## src/rtl/circ_seek_pkg.sv

```systemverilog
package circ_seek_pkg;
  typedef enum logic {
    DIR_DOWN = 1'b0,
    DIR_UP   = 1'b1
  } seek_dir_e;
endpackage

```

## src/rtl/circ_seek_dir.sv

```systemverilog
// Chooses the direction of the shorter arc from one wrapped difference.
module circ_seek_dir
  import circ_seek_pkg::*;
#(
  parameter int POS_W = 8
) (
  input  logic [POS_W-1:0] cur,
  input  logic [POS_W-1:0] tgt,
  output logic             hit,
  output seek_dir_e        dir
);
  localparam logic [POS_W-1:0] HALF = {1'b1, {(POS_W-1){1'b0}}};

  logic [POS_W-1:0] gap;

  always_comb begin
    gap = tgt - cur;                 // modulo 2^POS_W by width
    hit = (gap == '0);
    dir = (gap < HALF) ? DIR_UP : DIR_DOWN;  // tie at HALF goes down
  end
endmodule

```

## src/rtl/circ_seek_stepper.sv

```systemverilog
// Position and direction registers; load beats step.
module circ_seek_stepper
  import circ_seek_pkg::*;
#(
  parameter int POS_W = 8
) (
  input  logic             clk,
  input  logic             rst,
  input  logic             load_en,
  input  logic [POS_W-1:0] load_val,
  input  logic             step_en,
  input  logic             hit,
  input  seek_dir_e        dir,
  output logic [POS_W-1:0] pos_q,
  output seek_dir_e        dir_q
);
  localparam logic [POS_W-1:0] ONE = {{(POS_W-1){1'b0}}, 1'b1};

  logic [POS_W-1:0] pos_step;

  always_comb begin
    pos_step = (dir == DIR_UP) ? pos_q + ONE : pos_q - ONE;
  end

  always_ff @(posedge clk) begin
    if (rst) begin
      pos_q <= '0;
      dir_q <= DIR_DOWN;
    end else if (load_en) begin
      pos_q <= load_val;
    end else if (step_en && !hit) begin
      pos_q <= pos_step;
      dir_q <= dir;
    end
  end
endmodule

```

## src/rtl/circ_seek.sv

```systemverilog
module circ_seek
  import circ_seek_pkg::*;
#(
  parameter int POS_W = 8
) (
  input  logic             clk,
  input  logic             rst,
  input  logic             step_en,
  input  logic             load_en,
  input  logic [POS_W-1:0] load_val,
  input  logic [POS_W-1:0] target,
  output logic [POS_W-1:0] pos,
  output logic             dir_up,
  output logic             at_target
);
  logic             hit;
  seek_dir_e        dir_now;
  seek_dir_e        dir_reg;
  logic [POS_W-1:0] pos_reg;

  circ_seek_dir #(.POS_W(POS_W)) u_dir (
    .cur (pos_reg),
    .tgt (target),
    .hit (hit),
    .dir (dir_now)
  );

  circ_seek_stepper #(.POS_W(POS_W)) u_step (
    .clk      (clk),
    .rst      (rst),
    .load_en  (load_en),
    .load_val (load_val),
    .step_en  (step_en),
    .hit      (hit),
    .dir      (dir_now),
    .pos_q    (pos_reg),
    .dir_q    (dir_reg)
  );

  assign pos       = pos_reg;
  assign dir_up    = (dir_reg == DIR_UP);
  assign at_target = hit;
endmodule

```

## config.mk

```make
export PLATFORM = sky130hd
export DESIGN_NAME = circ_seek
export DESIGN_NICKNAME = d
export VERILOG_FILES = /design/src/rtl/circ_seek_pkg.sv /design/src/rtl/circ_seek_dir.sv /design/src/rtl/circ_seek_stepper.sv /design/src/rtl/circ_seek.sv
export SDC_FILE = /design/constraint.sdc
export NUM_CORES = 1
export LEC_CHECK = 0
export BUFFER_PORTS_ARGS = -buffer_cell sky130_fd_sc_hd__buf_2
export CORE_ASPECT_RATIO = 0.7
export CORE_MARGIN = 2
export CORE_UTILIZATION = 38
export CTS_CLUSTER_SIZE = 8
export DETAILED_ROUTE_END_ITERATION = 8
export MAX_ROUTING_LAYER = met4
export SKIP_LAST_GASP = 1
export SYNTH_ARGS = -nofsm -noshare
export SYNTH_HDL_FRONTEND = slang
export SYNTH_HIERARCHICAL = 1
export SYNTH_SLANG_ARGS = --single-unit
export TNS_END_PERCENT = 1
```

## constraint.sdc

```tcl
create_clock -name clk -period 5.1 [get_ports clk]
set_input_delay 0.255 -clock clk [delete_from_list [all_inputs] [get_ports clk]]
set_output_delay 0.255 -clock clk [all_outputs]
set_load 0.02 [all_outputs]
```

# ---- Word level (Yosys, flattened, before mapping)
# Cells that the tools add are included.
dict set report classes {
  add_sub_neg 3
  order_cmp 1
  mux 4
  bitwise_logic 1
  reduce_logical 5
}
# op count
set ops {}
lappend ops {{8-bit two-way mux} 3}
lappend ops {{8-bit by 1-bit adder with 8-bit output, second input constant} 1}
lappend ops {{8-bit logical NOT} 1}
lappend ops {{8-bit < comparator, second input constant} 1}
lappend ops {{8-bit by 1-bit subtractor with 8-bit output, second input constant} 1}
lappend ops {{8-bit subtractor} 1}
lappend ops {{2-bit AND reduction} 1}
lappend ops {{2-bit nonzero test} 1}
lappend ops {{1-bit logical AND} 1}
lappend ops {{1-bit logical NOT} 1}
lappend ops {{1-bit two-way mux} 1}
lappend ops {{1-bit NOT} 1}
dict set report totals {
  register_bits 9
  in_bits 20
  output_inout_bits 10
  elab_cells 16
}

# ---- Logic depth before layout (Yosys ltp)
dict set report depth {
  ltp_word 6
  ltp_mapped 13
  depth_no_buf 12
}

# ---- Modules after synthesis
# The synthesis kept the hierarchy.
# module n_inst cells_per_inst area_each_um2 seq_area_each_um2
set by_module_without_submodules {}
lappend by_module_without_submodules {circ_seek_stepper 1 84 749.5 180.2}
lappend by_module_without_submodules {circ_seek_dir 1 48 339.1 0.0}

# ---- Worst setup path after synthesis
# OpenSTA, ideal clock, no wires.
dict set report synth_timing {
  path_type {register -> register}
  from {register u_step.pos_q[1]}
  to {register u_step.pos_q[5]}
  setup_time_ns 0.103
  arrival_ns 3.388
  required_time_ns 4.997
  setup_slack_ns 1.608
  path_stages_with_launch 13
  n_path_buf 0
  period_less_slack_ns 3.492
  path_cell_list {dfxtp_1 inv_1 ha_1 nor2b_1 o31a_1 a41oi_1 xnor2_1 inv_1 ha_1 and3_1 a2111o_1 xnor2_1 a2111oi_2}
}
dict set report synth_between {
  elab_chain_cells 6
  elab_cells_between_ends 12
  classes_between {add/sub: 3; order compare: 1; mux: 4; reduce/logical: 4}
}
# element line
set synth_lines {}
lappend synth_lines {{from (decl)} circ_seek_stepper.sv:14} ;# output logic [POS_W-1:0] pos_q,
lappend synth_lines {{from (signal assigned)} circ_seek_stepper.sv:30} ;# pos_q <= load_val;
lappend synth_lines {{from (signal assigned)} circ_seek_stepper.sv:32} ;# pos_q <= pos_step;
lappend synth_lines {{8-bit subtractor} circ_seek_dir.sv:17} ;# gap = tgt - cur;
lappend synth_lines {{8-bit < comparator} circ_seek_dir.sv:19} ;# dir = (gap < HALF) ? DIR_UP : DIR_DOWN;
lappend synth_lines {{1-bit two-way mux} circ_seek_dir.sv:19}
lappend synth_lines {{via dir_now} circ_seek.sv:17} ;# seek_dir_e dir_now;
lappend synth_lines {{8-bit two-way mux} circ_seek_stepper.sv:22} ;# pos_step = (dir == DIR_UP) ? pos_q + ONE : pos_q - ONE;
lappend synth_lines {{8-bit two-way mux} circ_seek_stepper.sv:31} ;# end else if (step_en && !hit) begin
lappend synth_lines {{8-bit two-way mux} circ_seek_stepper.sv:29} ;# end else if (load_en) begin
# The timed path passes the listed nets, and every way through them passes these cells. The select of a mux whose other input is x is not followed.
# A chain may end at the register's enable or synchronous reset.

# ---- Final worst setup path
# Same ends and word-level chain as after synthesis.

==> results.py <==
metrics = {
    "routing": {
        "firstDrtPassIters": 4,
        "num_vias": 1075,
        "antenna_left": 0,
        "drt-initial-drc-count": 37,
        "via_per_inst": 5.46,
        "post_drt_wl_per_cell_um": 13.5,
        "drc": 0,
        "drt_wl_total_mm": 2.67,
    },
    "yosys": {
        "yosys_warnings": 6,
        "ys_ff_latch": 9,
        "synthArstFlopShare_pct": 0,
        "netlist_instances": 132,
        "syn_nets": 167,
        "synth.distinct_cells": 47,
        "synth_largest_area_cell": "dfxtp_1",
        "synth_common_cells": "inv_1, ha_1, a21oi_1, dfxtp_1",
        "synth.most_common_cell": "inv_1",
        "synth.area.top_cells": "dfxtp_1, ha_1, inv_1",
        "synth_top_cell_area_share_pct": 16.6,
        "synthFlopType": "dfxtp_1",
        "syn-cell-area_um2": 1090,
        "yosysSeqAreaShare_pct": 16.6,
        "synth-edff-count": 0,
        "avgSynthCellArea_um2": 8.25,
    },
    "clock_tree": {
        "cts.sinks": 9,
        "clk_latency_ns": 0.24,
        "cts_root_buf": "clkbuf_8",
        "cts_setup_buffers": 0,
        "clock_path_buffers": 2,
        "postCtsHoldBufs": 0,
        "cts_tree": "done",
        "cts_buffers": 3,
        "cts_resized": 0,
        "h-tree-depth": 1,
        "clkTransAtPathRegs_ns": 0.05,
    },
    "power_and_ir_drop": {
        "p_total_mw": 0.518,
        "switching_share_pct": 45.1,
        "p_switching_mw": 0.234,
        "seq_power_share_pct": 18.8,
        "p_leak_nw": 0.613,
        "power_density_nw_per_um2": 403,
        "p_int_mw": 0.284,
        "clock_power_share_pct": 17.1,
        "combPwrFrac_pct": 64.0,
        "irDropWorstVdd_v": 0.000152,
    },
    "run_status": {
        "status": "completed",
    },
    "hold_path": {
        "hold_class": "in -> reg",
    },
    "placed_design": {
        "dp_slack_ns": 1.45,
        "io_buffer_count": 29,
        "place.detailed.hpwl_mm": 2.12,
        "gp_routability_congestion": 0.861,
    },
    "cells_and_area": {
        "utilization_pct": 46.5,
        "drive_above_1_share_pct": 24.8,
        "multi_input_area_um2": 813,
        "fillers": 290,
        "diodes": 0,
        "seqCellArea_um2": 180,
        "nets": 197,
        "syn2layout_area_growth_pct": 18.0,
    },
    "global_route": {
        "antenna_found_initial": 0,
        "grt_pass1_vias": 980,
        "grt_pass1_wl_mm": 4.28,
        "grt_usage_pct": 17.6,
        "grt_max_degree": 20,
        "grt_overflow": 0,
    },
    "sta": {
        "setup_violations": 0,
        "drv_slew": 0,
        "period_needed_ns": 3.68,
        "rsz0062_at_grt": "no",
        "timing.final.crit_share_pct": 72.1,
        "fmax_mhz": 272,
        "relSlewSlack_pct": 72.0,
        "clock_skew_ns": 0.00336,
        "whs_ns": 0.263,
        "worst_slack_ns": 1.42,
        "tns_ns": 0,
        "worst_pin_slew_ns": 0.418,
        "hold_violations": 0,
    },
    "floorplanning": {
        "die_width_um": 68.0,
        "start_util_pct": 39.4,
        "fp.dieH_um": 48.8,
        "fp.dieArea_um2": 3320,
        "core_um2": 2760,
        "io_pins": 30,
        "rows": 16,
    },
    "worst_setup_path": {
        "worstPathRequired_ns": 5.24,
        "crit_path_end_kind": "flip-flop",
        "max_stage_delay_ns": 0.46,
        "cp-start-kind": "flip-flop",
        "critical_path_arrival_ns": 3.82,
        "critPathSlowestCell": "dfxtp_1",
        "crit_type": "reg -> reg",
        "worstPathCellList": "inv_1, ha_1, nor2b_1, o31a_1, a41oi_1, xnor2_1, inv_1, ha_1, and3_1, a2111o_1, xnor2_1, a2111oi_2",
        "cp_max_fo": 7,
    },
    "run": {
        "max_cap_violations": 0,
    },
}
-- final cells by class --
type                    instances  area share (%)
well taps                      36            3.51
repair buffers                 29            11.3
clock buffers                   4            3.51
multi-input cells             104            63.3
flip-flops and latches          9            14.0
inverters                      15            4.38
-- cells by family (layout without fill, tap and decap cells) --
| group | after synthesis | after routing | synth area share (%) |
|---|---|---|---|
| xor gates and xnor gates | 8 | 8 | 6.44 |
| DFF | 9 | 9 | 16.6 |
| and+or+nand+nor | 37 | 37 | 18.9 |
| muxes | 4 | 4 | 3.79 |
| buffers and inverters | 19 | 48 | 8.74 |
| AOI/OAI and AO/OA | 40 | 40 | 27.0 |
| adders and majority gates | 15 | 15 | 18.6 |
-- sequential cells by signal, indices dropped and copies added (netlist names) --
register and flops:
u_step/dir_q 1, u_step/pos_q 8
-- metrics by stage --
stage	std cells	area, µm²
after CTS	197	1280
after global placement	193	1240
final	197	1280
after floorplan	132	1090
after detailed placement	193	1240
after global routing	197	1280
-- critical path, delay by kind of cell (launching register included) --
kind                     cells  cell delay, ns
AO/OA/AOI/OAI                4            1.34
adder cells (fa/ha/maj)      2            0.71
flip-flops                   1            0.46
XOR/XNOR                     2            0.40
AND/OR/NAND/NOR              2            0.35
buffers and inverters        2            0.32
-- layout by cell type, fill, tap and decap left out, types with 4 or more instances in the layout --
cell type / n
buf_2: 29
inv_1: 15
a21oi_1: 9
xnor2_1: 5
dfxtp_1: 9
a211o_1: 4
o21ai_0: 7
ha_1: 13
nor2_1: 7
nor2b_1: 4
nand2_1: 7
-- power by group through the flow --
stage                     logic [mW]  registers, mW  clock network, mW
after floorplan                0.250          0.110                  0
after global placement         0.321         0.0988                  0
after detailed placement       0.328         0.0992                  0
after CTS                      0.330         0.0980             0.0916
after global routing           0.372         0.0999             0.0952
final                          0.332         0.0976             0.0889
-- path summary, 6_finish.rpt --
kind	from	cells after the start	to	slack (ns)
min reg2reg	u_step/dir_q$_SDFFE_PP0P_	2	u_step/dir_q$_SDFFE_PP0P_	0.51
min	load_val[1]	3	u_step/pos_q[1]$_SDFFE_PP0P_	0.26
max	u_step/pos_q[1]$_SDFFE_PP0P_	12	u_step/pos_q[5]$_SDFFE_PP0P_	1.42
max reg2reg	u_step/pos_q[1]$_SDFFE_PP0P_	12	u_step/pos_q[5]$_SDFFE_PP0P_	1.42
-- layer usage --
metal	GRT usage, %	up-vias	wire length [µm]
met2	25.6	43	1150
met5	-	-	0
met4	2.00	0	5
met1	25.0	488	1310
li1	-	542	-
met3	4.85	2	202
(Power assumes the default switching activity.)
